==> src/rtl/sconv_pkg.sv <==
package sconv_pkg;

    // Block configuration and derived sizes
    localparam int TAPS   = 4;
    localparam int DATA_W = 8;
    localparam int WGT_W  = 8;
    localparam int ACC_W  = DATA_W + WGT_W + $clog2(TAPS);
    localparam int CNT_W  = $clog2(TAPS + 1);
    localparam int IDX_W  = (TAPS > 1) ? $clog2(TAPS) : 1;

    // Partial-sum slots are launched on the phase that lines them up with samples
    localparam logic SLOT_SKEW = ((TAPS - 1) % 2) == 1;

    typedef logic signed [DATA_W-1:0] sample_t;
    typedef logic signed [WGT_W-1:0]  weight_t;
    typedef logic signed [ACC_W-1:0]  acc_t;

    typedef struct packed {
        logic    valid;
        sample_t value;
    } sample_tok_t;

    typedef struct packed {
        logic             valid;
        logic [CNT_W-1:0] hits;
        acc_t             sum;
    } psum_tok_t;

    function automatic acc_t mac(acc_t base, sample_t s, weight_t w);
        acc_t se;
        acc_t we;
        se = acc_t'(s);
        we = acc_t'(w);
        return base + se * we;
    endfunction

endpackage

==> src/rtl/sconv_weights.sv <==
module sconv_weights
    import sconv_pkg::*;
(
    input  logic             clk,
    input  logic             rst,
    input  logic             load,
    input  logic [IDX_W-1:0] idx,
    input  weight_t          data,
    output weight_t          coef [TAPS]
);

    weight_t coef_q [TAPS];

    always_ff @(posedge clk) begin
        if (rst) begin
            for (int j = 0; j < TAPS; j++) coef_q[j] <= '0;
        end else if (load) begin
            for (int j = 0; j < TAPS; j++) begin
                if (idx == IDX_W'(j)) coef_q[j] <= data;
            end
        end
    end

    assign coef = coef_q;

endmodule

==> src/rtl/sconv_inject.sv <==
module sconv_inject
    import sconv_pkg::*;
(
    input  logic        clk,
    input  logic        rst,
    input  logic        in_valid,
    input  sample_t     in_data,
    output logic        slot_open,
    output sample_tok_t x_tok,
    output psum_tok_t   y_tok
);

    logic open_q;

    always_ff @(posedge clk) begin
        if (rst) open_q <= 1'b1;
        else     open_q <= ~open_q;
    end

    assign slot_open = open_q;

    always_comb begin
        x_tok.valid = in_valid & open_q;
        x_tok.value = in_data;
        y_tok.valid = open_q ^ SLOT_SKEW;
        y_tok.hits  = '0;
        y_tok.sum   = '0;
    end

    AST_SLOT_TOGGLE: assert property (@(posedge clk) disable iff (rst)
        1'b1 |=> (slot_open != $past(slot_open)));

endmodule

==> src/rtl/sconv_cell.sv <==
module sconv_cell
    import sconv_pkg::*;
#(
    parameter int POS = 0
)(
    input  logic        clk,
    input  logic        rst,
    input  weight_t     coef,
    input  sample_tok_t x_in,
    input  psum_tok_t   y_in,
    output sample_tok_t x_out,
    output psum_tok_t   y_out
);

    sample_tok_t x_q;
    psum_tok_t   y_q;
    psum_tok_t   y_n;

    always_comb begin
        y_n = y_in;
        if (x_in.valid && y_in.valid) begin
            y_n.sum  = mac(y_in.sum, x_in.value, coef);
            y_n.hits = y_in.hits + CNT_W'(1);
        end
    end

    always_ff @(posedge clk) begin
        if (rst) begin
            x_q <= '0;
            y_q <= '0;
        end else begin
            x_q <= x_in;
            y_q <= y_n;
        end
    end

    assign x_out = x_q;
    assign y_out = y_q;

    // A sum leaving this cell has crossed only TAPS-POS cells
    AST_HIT_BOUND: assert property (@(posedge clk) disable iff (rst)
        y_q.hits <= CNT_W'(TAPS - POS));

    AST_SLOT_SPACING: assert property (@(posedge clk) disable iff (rst)
        y_q.valid |=> !y_q.valid);

endmodule

==> src/rtl/sconv_array.sv <==
module sconv_array
    import sconv_pkg::*;
(
    input  logic              clk,
    input  logic              rst,
    input  logic              wt_load,
    input  logic [IDX_W-1:0]  wt_idx,
    input  logic [WGT_W-1:0]  wt_data,
    input  logic              in_valid,
    input  logic [DATA_W-1:0] in_data,
    output logic              slot_open,
    output logic              res_valid,
    output logic [ACC_W-1:0]  res_data
);

    weight_t     coef [TAPS];
    sample_tok_t xbus [TAPS+1];
    psum_tok_t   ybus [TAPS+1];

    sconv_weights u_wts (
        .clk  (clk),
        .rst  (rst),
        .load (wt_load),
        .idx  (wt_idx),
        .data (weight_t'(wt_data)),
        .coef (coef)
    );

    sconv_inject u_inj (
        .clk       (clk),
        .rst       (rst),
        .in_valid  (in_valid),
        .in_data   (sample_t'(in_data)),
        .slot_open (slot_open),
        .x_tok     (xbus[0]),
        .y_tok     (ybus[TAPS])
    );

    // Cell c holds w_(TAPS-c): the leftmost cell meets the newest sample of a window
    for (genvar c = 0; c < TAPS; c++) begin : g_cell
        sconv_cell #(.POS(c)) u_cell (
            .clk   (clk),
            .rst   (rst),
            .coef  (coef[TAPS-1-c]),
            .x_in  (xbus[c]),
            .y_in  (ybus[c+1]),
            .x_out (xbus[c+1]),
            .y_out (ybus[c])
        );
    end

    assign res_valid = ybus[0].valid && (ybus[0].hits == CNT_W'(TAPS));
    assign res_data  = ybus[0].sum;

    AST_NO_STALE_ACCEPT: assert property (@(posedge clk) disable iff (rst)
        (in_valid && !slot_open) |=> !xbus[1].valid);

    AST_RESULT_SPACING: assert property (@(posedge clk) disable iff (rst)
        res_valid |=> !res_valid);

    AST_RESET_QUIET: assert property (@(posedge clk)
        rst |=> !res_valid);

endmodule

==> config.mk <==
export PLATFORM = sky130hd
export DESIGN_NAME = sconv_array
export DESIGN_NICKNAME = d
export VERILOG_FILES = /design/src/rtl/sconv_pkg.sv /design/src/rtl/sconv_weights.sv /design/src/rtl/sconv_inject.sv /design/src/rtl/sconv_cell.sv /design/src/rtl/sconv_array.sv
export SDC_FILE = /design/constraint.sdc
export NUM_CORES = 1
export LEC_CHECK = 0
export BUFFER_PORTS_ARGS = -buffer_cell sky130_fd_sc_hd__buf_2
export CAP_MARGIN = 15
export CORE_AREA = 2 2 212 152
export DETAILED_ROUTE_END_ITERATION = 12
export DIE_AREA = 0 0 214 154
export GPL_TIMING_DRIVEN = 0
export PLACE_DENSITY = 0.8
export SLEW_MARGIN = 30
export SYNTH_ARGS = -nofsm -noshare
export SYNTH_HDL_FRONTEND = slang
export SYNTH_SLANG_ARGS = --single-unit
==> constraint.sdc <==
create_clock -name clk -period 6.75 [get_ports clk]
set_input_delay 0.675 -clock clk [delete_from_list [all_inputs] [get_ports clk]]
set_output_delay 0.675 -clock clk [all_outputs]
set_load 0.03 [all_outputs]
### After elaboration in Yosys (flattened, before gate mapping)

Index checks and enable logic that the tools add are counted.

| operators by class | value |
|---|---|
| $add $sub $neg | 6 |
| bitwise gates (word level) | 3 |
| reduce and logical (&&, ||, !) cells | 11 |
| multipliers | 4 |
| muxes and demuxes | 4 |
| equal/unequal tests | 4 |

Operators by type and width:

| operator | number |
|---|---|
| multiplier 8 x 8 -> 16 bit | 4 |
| 2-to-1 mux 21 bit | 3 |
| adder 18 bit | 3 |
| 2-to-1 mux 19 bit | 1 |
| adder 3 x 1 -> 3 bit, second input constant | 3 |
| AND reduction 2 bit | 4 |
| logical AND 1 bit | 5 |
| equality test 2 bit, second input constant | 2 |
| equality test 3 bit, second input constant | 1 |
| equality test 2 x 1 -> 1 bit, second input constant | 1 |
| zero test 2 bit | 1 |
| inverter 1 bit | 2 |
| OR reduction 2 bit | 1 |
| AND 1 bit | 1 |

| word-level totals | value |
|---|---|
| flip-flop bits (word level) | 148 |
| output and inout port bits | 20 |
| logic and storage cells | 55 |

### Longest topological paths before layout

Gate-level depths: netlist of run 1.

| logic depth | value |
|---|---|
| depth after elaboration | 4 |
| mapped depth | 26 |
| gate-level depth less buffers | 26 |

### Modules after synthesis

Synthesis of run 1 repeated with hierarchy kept, for this count alone.

| second synthesis, totals | value |
|---|---|
| cell total of the unflattened synthesis | 2122 |
| area, all modules | 18718.0 µm² |

By module, submodules not included:

| module | cells each | times used | area an instance (µm²) | sequential area each (µm²) |
|---|---|---|---|---|
| sconv_cell at g_cell[0].u_cell | 500 | 1 | 4341.7 | 620.6 |
| sconv_cell at g_cell[1].u_cell | 501 | 1 | 4326.6 | 620.6 |
| sconv_cell at g_cell[3].u_cell | 487 | 1 | 4292.9 | 620.6 |
| sconv_cell at g_cell[2].u_cell | 483 | 1 | 4201.5 | 620.6 |
| sconv_weights | 116 | 1 | 1285.0 | 640.6 |
| sconv_inject | 34 | 1 | 257.7 | 20.0 |
| sconv_array | 1 | 1 | 12.5 | 0.0 |

### Worst setup path after synthesis of run 1

No wires, ideal clock.

| timing | value |
|---|---|
| path type | input to register |
| from | in in_data[7] |
| to | reg g_cell[0].u_cell.y_q, in the netlist g_cell[0].u_cell.y_out[17] |
| setup slack | 599 ps |
| stages | 26 |
| path buffers | 1 |
| arrival | 6027 ps |
| setup time | 123 ps |
| required time | 6627 ps |
| cell sequence | clkbuf_1 -> and2_1 -> fa_1 -> inv_1 -> fa_1 -> inv_1 -> fa_1 -> inv_1 -> fa_1 -> inv_1 -> ha_1 -> a21oi_1 -> o21bai_1 -> a21oi_1 -> o21ai_1 -> a21oi_1 -> xnor2_1 -> ha_1 -> nand2_1 -> o21ai_1 -> o31a_1 -> nor2_1 -> a31oi_1 -> or3_1 -> mux2i_1 -> mux2_1 |

| between the ends | value |
|---|---|
| word-level cells in the longest chain between the ends | 3 |

RTL lines:

| element | RTL line | RTL |
|---|---|---|
| start, declared | sconv_array.sv:10 | `input logic [DATA_W-1:0] in_data,` |
| multiplier 8 x 8 -> 16 bit | sconv_pkg.sv:34 | `return base + se * we;` |
| adder 18 bit | sconv_pkg.sv:34 |  |
| 2-to-1 mux 21 bit | sconv_cell.sv:21 | `if (x_in.valid && y_in.valid) begin` |
| end signal, assigned | sconv_cell.sv:33 | `y_q <= y_n;` |
| end, declared | sconv_cell.sv:16 | `psum_tok_t y_q;` |

No other way between the ends.
A chain may end at the register's enable or synchronous reset.

### Worst setup path after layout of run 1

| timing | value |
|---|---|
| from | reg g_cell[0].u_cell.x_q, in the netlist g_cell[0].u_cell.x_out[7] |
| to | reg g_cell[1].u_cell.y_q, in the netlist g_cell[1].u_cell.y_out[17] |

| between the ends | value |
|---|---|
| word-level cells in the longest chain between the ends | 3 |

RTL lines:

| element | RTL line | RTL |
|---|---|---|
| start, declared | sconv_cell.sv:15 | `sample_tok_t x_q;` |
| start signal, assigned | sconv_cell.sv:32 | `x_q <= x_in;` |
| multiplier 8 x 8 -> 16 bit | sconv_pkg.sv:34 |  |
| adder 18 bit | sconv_pkg.sv:34 |  |
| 2-to-1 mux 21 bit | sconv_cell.sv:21 |  |
| end signal, assigned | sconv_cell.sv:33 |  |
| end, declared | sconv_cell.sv:16 |  |

No other way between the ends.

==> results.ini, run 1 <==
[route]
wirelength_um = 40040
wire_per_inst_um = 16.83
num_vias = 12956
antenna_left = 0
met1_length_um = 18340
topRoutingLayerUsed = met4
drc_errors = 0
wl_met3_um = 3394
dr.pass1.iters = 6
avgViaCountPerCell = 5.444
dr.first_iter.drc_count = 1238
dr_wl_met2_um = 17240

[cells_and_area]
fillers = 2604
ff_latch_area_mm2 = 0.002863
final_common_cell = inv_1
layout_common_cells = inv_1 (335), fa_1 (223), nand2_1 (168), ha_1 (168), and2_1 (164)
num-nets-final = 2360
drive_above_1_share_pct = 5.102
multi_input_area_mm2 = 0.01237
area_growth_pct = 7.907
antennaDiodeCount = 0

[pwr]
total_leakage_power_nw = 8.978
p_per_area_mw_per_mm2 = 126.3
ir_worst_vdd_mv = 0.1529

[floorplanning]
num_rows = 54
fp.dieH_um = 154
start_util_pct = 54.51
core_area_mm2 = 0.03074
ios = 42
die_x_um = 214
die-area_mm2 = 0.03296

[clock_tree]
clkTransAtPathRegs_ns = 0.07
root_buffer = clkbuf_16
cts_setup_buffers = 0
h-tree-depth = 4
cts_buffers = 17
cts_tree = built
cts_buffer_depth = 2
postCtsHoldBufs = 0
clk_latency_ns = 0.45
cts.sinks = 143

[global_route]
grt_usage_pct = 25.53
grt_pass1_wl_um = 67410
antenna_found_initial = 0
overflow = 0
grt_max_degree = 17
grt_pass1_vias = 13271

[logic_synthesis]
synth_edf_count = 0
synth-seq-area-share_pct = 17.08
synth_area_mm2 = 0.01676
async_reset_ff_share_pct = 0
syn_area_per_cell_um2 = 8.876
synth_nets = 2301
synth.distinct_cells = 64
ys_ff_latch = 143
synthFlopType = dfxtp_1
synth_cells = 1888
yosysWarnings = 0

[timing]
whs_ns = 0.4503
finalHoldViolCount = 0
layout_min_cycle_time_ns = 6.549
setup_viol = 0
rsz0062_at_grt = true
worstMarginPinSlew_ns = 0.8519
skew_ns = 0.009898
finalMaxSlewViolations = 0
setup-tns-final_ns = 0
slew_headroom_pct = 43.21
setup_slack_ns = 0.2005
fmax_ghz = 0.1527
period_share_pct = 97.03

[setup_path]
cp.required_ns = 7.13
start_kind = register
critPathArrivalTime_ns = 6.93
cp_slowest_stage_delay_ns = 0.54
crit_path_top_delay_cell = fa_1
cp-end-kind = register
worstSetupPathType = register to register
crit_path_max_fanout = 9

[status]
outcome = completed

[placed_design]
dpl.hpwl_um = 32600
gp_congestion = 0.9706
pre_cts_ws_ns = -0.1074
port_buffers = 40

[hold_path]
hold_class = register to register

[job]
maxCapViolCount = 0

[Yosys cell counts (all sizes together), types with 3 or more instances]
cell type    n  area, µm²
inv        335       1257
fa         223       4464
ha         168       2102
nand2      168      630.6
and2       164       1026
dfxtp      143       2863
nor2       101      379.1
a21oi       92      460.4
xnor2       74      655.6
o21ai       38      190.2
mux2i       36      360.4
nor2b       36      225.2
a21o        30      225.2
buf         30      180.2
clkbuf      25      93.84
xor2        25      219.0
nand2b      24      152.6
nor3        20      100.1
and3        18      122.6
a211oi      17      132.6
nand3       17      85.08
o21bai      15      112.6
o21a        11      82.58
nand3b       7      52.55
o31ai        7      52.55
a31oi        6      37.54
nor3b        6      45.04
o2111ai      4      35.03
o211ai       4      30.03
nand4        3      18.77
nor4         3      18.77
nor4b        3      26.28
o311ai       3      26.28
or2          3      18.77
[sequential cells by signal, indices dropped and copies added, names as in the netlist]
signal,count
g_cell.u_cell.x_out,27
u_inj.slot_open,1
u_wts.coef,32
g_cell.u_cell.y_out,83
[metrics by stage]
| step | instances | util (%) | power, mW | cell area, µm² |
|---|---|---|---|---|
| finish | 2380 | 58.82 | 2.285 | 18080 |
| global route | 2380 | 58.82 | 2.384 | 18080 |
| CTS | 2380 | 58.79 | 2.277 | 18070 |
| detailed placement | 2348 | 56.87 | 1.335 | 17480 |
| global placement | 2348 | 56.87 | 1.317 | 17480 |
| floorplan | 1888 | - | 1.204 | 16760 |
[repair_timing]
action / CTS / global route
hold endpoints to repair: 0 / 0
resized for setup: 0 / 2
endpoints found under the setup margin: 0 / 2
[critical path, delay by kind of cell, from the launching register on]
| kind | cells | cell delay, ns |
|---|---|---|
| adder cells (fa/ha/maj) | 6 | 2.67 |
| multiplexers | 1 | 0.17 |
| buffers and inverters | 5 | 0.41 |
| XOR/XNOR | 1 | 0.36 |
| AO/OA/AOI/OAI | 7 | 1.56 |
| AND/OR/NAND/NOR | 6 | 1.01 |
| flip-flops | 1 | 0.30 |
[area by class of cell]
type                            instances  area share [%]
Timing Repair Buffer                   40           1.107
Clock inverter                         13          0.8026
Sequential cell                       143           15.83
Buffer                                 55           1.515
Clock buffer                           19           2.449
Tap cell                              420           2.906
Inverter                              336           6.974
Multi-Input combinational cell       1354           68.42
[report_power, final]
part | switching, mW | internal, mW | leakage (nW)
clock | 0.423 | 0.532 | 0.283
combinational | 0.270 | 0.167 | 7.54
sequential | 0.0342 | 0.859 | 1.16
total | 0.727 | 1.56 | 8.98
[logic make-up after synthesis]
family	share of synthesized area, %
AO/OA/AOI/OAI	9.467
XOR/XNOR	5.219
adder cells (fa/ha/maj)	39.18
buffers and inverters	9.161
flip-flops	17.08
multiplexers	2.217
AND/OR/NAND/NOR	17.67
[layer usage]
metal  track usage (%)  vias to the layer above
met5                 0                        -
met4             8.025                        0
met3             5.282                       82
met2             38.90                      557
met1             36.49                     6233
li1                  -                     6084
[path summary, 6_finish.rpt]
path,from,to,slack [ns],cells past startpoint
max,g_cell[0].u_cell.x_out[7]$_SDFF_PP0_,g_cell[1].u_cell.y_out[17]$_SDFF_PP0_,0.20,26
min,u_inj.slot_open$_SDFF_PP1_,u_inj.slot_open$_SDFF_PP1_,0.45,1
max reg2reg,g_cell[0].u_cell.x_out[7]$_SDFF_PP0_,g_cell[1].u_cell.y_out[17]$_SDFF_PP0_,0.20,26
min reg2reg,u_inj.slot_open$_SDFF_PP1_,u_inj.slot_open$_SDFF_PP1_,0.45,1
No activity file was read; power rests on OpenSTA's default activity.
==> run 2: changes to the inputs <==
Settings changed: CELL_PAD_IN_SITES_DETAIL_PLACEMENT set to 1, CELL_PAD_IN_SITES_GLOBAL_PLACEMENT set to 2, CORE_AREA 2 2 212 152 to 2 2 245 175, DIE_AREA 0 0 214 154 to 0 0 247 177, PLACE_DENSITY 0.8 to 0.9.
==> run 2 against run 1 <==
Net effect: clock skew hardly changed; design area is 1.4% higher; routed wire length is 18% higher; critical path depth is 1 higher; non-clock buffer count is 1 higher; flip-flop and latch count stayed put; global-route usage is 2.9 points lower; fmax is 2.0% higher; combinational power is 5.3% higher; largest cell class unchanged; largest power group unchanged.
==> results.ini, run 2 (same netlist as run 1, synthesis figures left out) <==
[pwr]
power.switching_mw = 0.7278  ; +0.11%
power_frac_comb_pct = 18.9  ; -0.2 points
seq_power_share_pct = 36.8  ; -2.3 points
p_per_area_mw_per_mm2 = 132.4  ; +4.8%
ir_worst_vdd_mv = 0.1577  ; +3.1%
power.internal_mw = 1.700  ; +9.1%
total_leakage_power_nw = 9.021  ; +0.49%
power_frac_clock_pct = 44.2  ; +2.4 points
switching_share_pct = 29.97  ; -1.8 points

[clock_tree]
h-tree-depth = 4  ; unchanged
cts_tree = built
root_buffer = clkbuf_16
clkTransAtPathRegs_ns = 0.06  ; about the same
cts_buffers = 17  ; unchanged
cts_buffer_depth = 2  ; unchanged
postCtsHoldBufs = 0  ; unchanged
clk_latency_ns = 0.46  ; about the same
cts.sinks = 143  ; unchanged

[route]
antenna_left = 0  ; unchanged
topRoutingLayerUsed = met5
wirelength_um = 47250  ; +18%
num_vias = 12850  ; -0.82%
wire_per_inst_um = 18.79  ; +12%
met1_length_um = 23100  ; +26%
avgViaCountPerCell = 5.111  ; -6.1%
drc_errors = 0  ; unchanged
dr.pass1.iters = 5  ; -1
dr.first_iter.drc_count = 607  ; -51%
wl_met3_um = 2248  ; -34%
dr_wl_met2_um = 21180  ; +23%

[cells_and_area]
fin_cells = 2514  ; +5.6%
fin_area_mm2 = 0.01834  ; +1.4%
layout_common_cells = inv_1 (335), fa_1 (223), nand2_1 (168), ha_1 (168), and2_1 (164)
area_growth_pct = 9.452
fillers = 4847  ; +86%
final_common_cell = inv_1
drive_above_1_share_pct = 5.303  ; +0.20 points
num-nets-final = 2361  ; +0.042%
largest_reg_flops = 83  ; unchanged

[timing]
worstMarginPinSlew_ns = 0.8892  ; +0.03727 ns
layout_min_cycle_time_ns = 6.424  ; -0.1255 ns
fmax_ghz = 0.1557  ; +2.0%
finalHoldViolCount = 0  ; unchanged
finalMaxSlewViolations = 0  ; unchanged
slew_headroom_pct = 40.72  ; -2.5 points
setup_slack_ns = 0.3260  ; +0.1255 ns
skew_ns = 0.009448  ; -0.0004502 ns
setup_viol = 0  ; unchanged
period_share_pct = 95.17  ; -1.9 points

[setup_path]
cp.required_ns = 7.15  ; +0.02 ns
r2r_cells = 27  ; +3.8%
critPathArrivalTime_ns = 6.83  ; -0.10 ns
cp-end-kind = register
worstSetupPathType = register to register
crit_path_max_fanout = 9  ; unchanged
start_kind = register

[placed_design]
place_area_mm2 = 0.01765  ; +0.95%
dpl.hpwl_um = 38770  ; +19%
placed_cells = 2480  ; +5.6%
pre_cts_ws_ns = -0.08018  ; +0.02719 ns
port_buffers = 40  ; unchanged
gp_congestion = 0.8588  ; -12%

[hold_path]
hold_class = register to register
whs_path_depth = 1  ; unchanged

[floorplanning]
ios = 42  ; unchanged
die-area_mm2 = 0.04372  ; +33%
num_rows = 63  ; +17%
die_x_um = 247  ; +15%
start_util_pct = 40.34  ; -14 points
fp.dieH_um = 177  ; +15%
core_area_mm2 = 0.04154  ; +35%

[global_route]
antenna_found_initial = 1  ; +1
grt_max_degree = 17  ; unchanged
grt_pass1_vias = 13755  ; +3.6%
overflow = 0  ; unchanged
grt_usage_pct = 22.67  ; -2.9 points
grt_pass1_wl_um = 75910  ; +13%

[status]
outcome = completed

[job]
maxCapViolCount = 0  ; unchanged

-- run 2: final timing paths --
check                                             from                                     to  slack, ns
setup / recovery  g_cell[0].u_cell.x_out[7]$_SDFF_PP0_  g_cell[1].u_cell.y_out[17]$_SDFF_PP0_       0.33
hold reg to reg             u_inj.slot_open$_SDFF_PP1_             u_inj.slot_open$_SDFF_PP1_       0.43
hold / removal              u_inj.slot_open$_SDFF_PP1_             u_inj.slot_open$_SDFF_PP1_       0.43
setup reg to reg  g_cell[0].u_cell.x_out[7]$_SDFF_PP0_  g_cell[1].u_cell.y_out[17]$_SDFF_PP0_       0.33
-- run 2: what timing repair did --
item                                    CTS  global route
setup buffers                             0             1
gates resized for setup                   0             6
endpoints found under the setup margin    0             4
-- run 2: routing by layer --
metal	vias to the layer above	global-route usage [%]
met5	-	0
met4	2	5.271
met3	47	3.987
met2	241	35.61
met1	6482	32.42
li1	6078	-
-- run 2: area by class of cell --
type / instances / area, µm² / share of cell area, %
Timing Repair Buffer: 41 / 207.7 / 1.132
Inverter: 336 / 1261 / 6.876
Tap cell: 552 / 690.7 / 3.765
Antenna cell: 1 / 2.502 / 0.01364
Clock buffer: 21 / 450.4 / 2.456
Clock inverter: 11 / 203.9 / 1.112
Multi-Input combinational cell: 1354 / 12390 / 67.52
Buffer: 55 / 275.3 / 1.501
Sequential cell: 143 / 2865 / 15.62
-- run 2: per-stage QoR --
stage	util (%)	setup TNS (ns)	hold WS [ns]	total power, mW
floorplan	-	0	0.4356	1.204
global placement	42.49	0	0.4241	1.342
detailed placement	42.49	-0.08018	0.4325	1.364
CTS	44.06	0	0.4438	2.441
global route	44.15	-0.01129	0.4528	2.538
finish	44.16	0	0.4331	2.428
-- run 2: critical path, cell delays in order (launching register included) --
cell       delay (ns)
dfxtp_1          0.30
clkbuf_1         0.22
and2_1           0.27
fa_1             0.49
inv_1            0.05
fa_1             0.49
inv_1            0.05
fa_1             0.53
inv_1            0.05
fa_1             0.47
inv_1            0.04
ha_1             0.32
a21oi_1          0.24
o21bai_1         0.12
a21oi_1          0.26
o21bai_1         0.09
a21o_1           0.23
xor2_2           0.25
ha_1             0.34
and3_1           0.22
nand3_1          0.13
nand2b_1         0.12
o2111ai_1        0.21
o311ai_2         0.30
buf_4            0.17
nand4b_1         0.12
mux2i_1          0.16
nand4b_1         0.12
-- run 2: power groups by stage --
| stage | Clock [mW] | Combinational (mW) | Sequential (mW) |
|---|---|---|---|
| finish | 1.07 | 0.460 | 0.894 |
| global route | 1.13 | 0.513 | 0.896 |
| CTS | 1.09 | 0.457 | 0.893 |
| detailed placement | 0 | 0.452 | 0.911 |
| global placement | 0 | 0.431 | 0.910 |
| floorplan | 0 | 0.309 | 0.895 |
==> run 3: changes to the inputs <==
Settings changed: CORE_AREA 2 2 245 175 to 2 2 313 222, DIE_AREA 0 0 247 177 to 0 0 315 224, PLACE_DENSITY 0.9 to 0.63, RECOVER_POWER set to 100.
==> run 3 against run 2 <==
Net effect: combinational power is essentially flat; setup slack lost 0.074 ns; fmax shrank 1.1%; core utilization shrank 16 points; worst hold slack gained 0.021 ns; die area grew 61%; flip-flop and latch count is the same; total power shrank 2.7%; sequential power is essentially flat; register-to-register slack lost 0.07 ns; sequential share of layout area shrank 0.32 points; clock power shrank 6%; critical path type unchanged.
==> results.ini, run 3 (same netlist as run 1, synthesis figures left out) <==
[pwr]
seq_power_share_pct = 38.0  ; +1.2 points
power_frac_comb_pct = 19.4  ; +0.5 points
switching_share_pct = 32.42  ; +2.4 points
p_per_area_mw_per_mm2 = 126.0  ; -4.8%
ir_worst_vdd_mv = 0.1769  ; +12%
power.internal_mw = 1.596  ; -6.1%
power_frac_clock_pct = 42.6  ; -1.6 points
total_leakage_power_nw = 8.913  ; -1.2%
power.switching_mw = 0.7654  ; +5.2%

[hold_path]
worstHoldStart = u_inj.slot_open$_SDFF_PP1_
hold_class = register to register

[timing]
worstMarginPinSlew_ns = 1.043  ; +0.1540 ns
setup_viol = 0  ; unchanged
rsz0062_at_grt = false
fmax_ghz = 0.1539  ; -1.1%
slew_headroom_pct = 30.45  ; -10 points
finalHoldViolCount = 0  ; unchanged
finalMaxSlewViolations = 0  ; unchanged
skew_ns = 0.01053  ; +0.001087 ns
layout_min_cycle_time_ns = 6.498  ; +0.07449 ns
setup-tns-final_ns = 0  ; unchanged
period_share_pct = 96.27  ; +1.1 points

[setup_path]
worst_r2r_startpoint = g_cell[1].u_cell.x_out[7]$_SDFF_PP0_
worstSetupPathType = register to register
cp.required_ns = 7.09  ; -0.06 ns
critPathArrivalTime_ns = 6.84  ; about the same
startpoint = g_cell[1].u_cell.x_out[7]$_SDFF_PP0_
crit_path_max_fanout = 9  ; unchanged
start_kind = register
cp-end-kind = register

[clock_tree]
cts_buffer_depth = 2  ; unchanged
postCtsHoldBufs = 0  ; unchanged
cts.sinks = 143  ; unchanged
clk_latency_ns = 0.46  ; about the same
cts_resized = 0  ; unchanged
clkTransAtPathRegs_ns = 0.07  ; about the same
root_buffer = clkbuf_16
h-tree-depth = 4  ; unchanged
cts_tree = built
cts_setup_buffers = 0  ; unchanged
cts_buffers = 17  ; unchanged

[cells_and_area]
final_common_cell = inv_1
fillers = 7937  ; +64%
ff_latch_area_mm2 = 0.002867  ; about the same
multi_input_area_mm2 = 0.01242  ; +0.26%
layout_common_cells = inv_1 (335), fa_1 (223), nand2_1 (168)
area_growth_pct = 11.81
largest_reg_flops = 83  ; unchanged
drive_above_1_share_pct = 4.645  ; -0.66 points
fin_util_pct = 27.73  ; -16 points
num-nets-final = 2359  ; -0.085%

[global_route]
grt_max_degree = 17  ; unchanged
overflow = 0  ; unchanged
grt_pass1_wl_um = 80190  ; +5.6%
antenna_found_initial = 5  ; +4
grt_pass1_vias = 13874  ; +0.87%
grt_usage_pct = 14.74  ; -7.9 points

[floorplanning]
fp.dieH_um = 224  ; +27%
num_rows = 80  ; +27%
core_area_mm2 = 0.06756  ; +63%
ios = 42  ; unchanged
die-area_mm2 = 0.07056  ; +61%
start_util_pct = 24.80  ; -16 points
die_x_um = 315  ; +28%

[route]
num_vias = 12580  ; -2.1%
dr.first_iter.drc_count = 488  ; -20%
dr.pass1.iters = 5  ; unchanged
antenna_left = 0  ; unchanged
wire_per_inst_um = 17.18  ; -8.6%
wirelength_um = 49210  ; +4.2%
drc_errors = 0  ; unchanged
avgViaCountPerCell = 4.392  ; -14%

[placed_design]
port_buffers = 40  ; unchanged
dpl.hpwl_um = 41420  ; +6.9%
gp_congestion = 0.8426  ; -1.9%

[job]
maxCapViolCount = 0  ; unchanged

[status]
outcome = completed

-- run 3: worst max-delay path, cell delays in order (launching register included) --
cell and delay, ns:
dfxtp_1 0.30, clkbuf_1 0.23, and2_0 0.30, fa_1 0.50, inv_1 0.05, fa_1 0.49
inv_1 0.05, fa_1 0.53, inv_1 0.05, fa_1 0.48, inv_1 0.05, ha_1 0.31
xnor2_1 0.51, ha_1 0.40, and3_1 0.24, a221oi_1 0.32, o31ai_1 0.21, a2111o_1 0.33
and3_1 0.22, a221oi_4 0.36, nand2b_1 0.09, a311oi_1 0.36
-- run 3: path summary, 6_finish.rpt --
path                                           end  slack, ns  cells past startpoint
min                     u_inj.slot_open$_SDFF_PP1_       0.45                      1
max reg2reg  g_cell[2].u_cell.y_out[17]$_SDFF_PP0_       0.25                     21
max          g_cell[2].u_cell.y_out[17]$_SDFF_PP0_       0.25                     21
min reg2reg             u_inj.slot_open$_SDFF_PP1_       0.45                      1
-- run 3: stage by stage --
stage               cell area (µm²)  hold WS [ns]  std cells  power (mW)  worst slack [ns]
floorplan                     16760        0.4356       1888       1.204            0.5994
global route                  18730        0.4879       2861       2.490           0.02167
detailed placement            18090        0.4448       2830       1.372           -0.3771
finish                        18740        0.4538       2864       2.361            0.2515
global placement              18090        0.4325       2830       1.361           -0.2687
CTS                           18700        0.4569       2862       2.392           0.01450
-- run 3: layout make-up --
class,instances,share of cell area (%)
antenna,3,0.04006
buffer,54,1.449
clock buffer,18,2.344
clock inverter,14,0.9148
inverter,336,6.731
multi-input combinational,1354,66.27
sequential,143,15.30
tap,902,6.023
timing repair buffer,40,0.9282
-- run 3: power groups by stage --
stage	Sequential (mW)	Clock (mW)	Combinational [mW]
2_1_floorplan	0.895	0	0.309
3_3_place_gp	0.915	0	0.446
3_5_place_dp	0.916	0	0.456
4_1_cts	0.897	1.04	0.460
5_1_grt	0.901	1.07	0.519
6_report	0.897	1.01	0.458
-- run 3: routing by layer --
| metal | vias to the layer above | routed length, µm | global-route usage, % | share of wire [%] |
|---|---|---|---|---|
| li1 | 6075 | - | - | - |
| met1 | 6333 | 26680 | 22.53 | 54 |
| met2 | 138 | 20260 | 21.75 | 41 |
| met3 | 32 | 1848 | 2.259 | 3.8 |
| met4 | 2 | 408 | 2.734 | 0.83 |
| met5 | - | 13 | 0 | 0.026 |
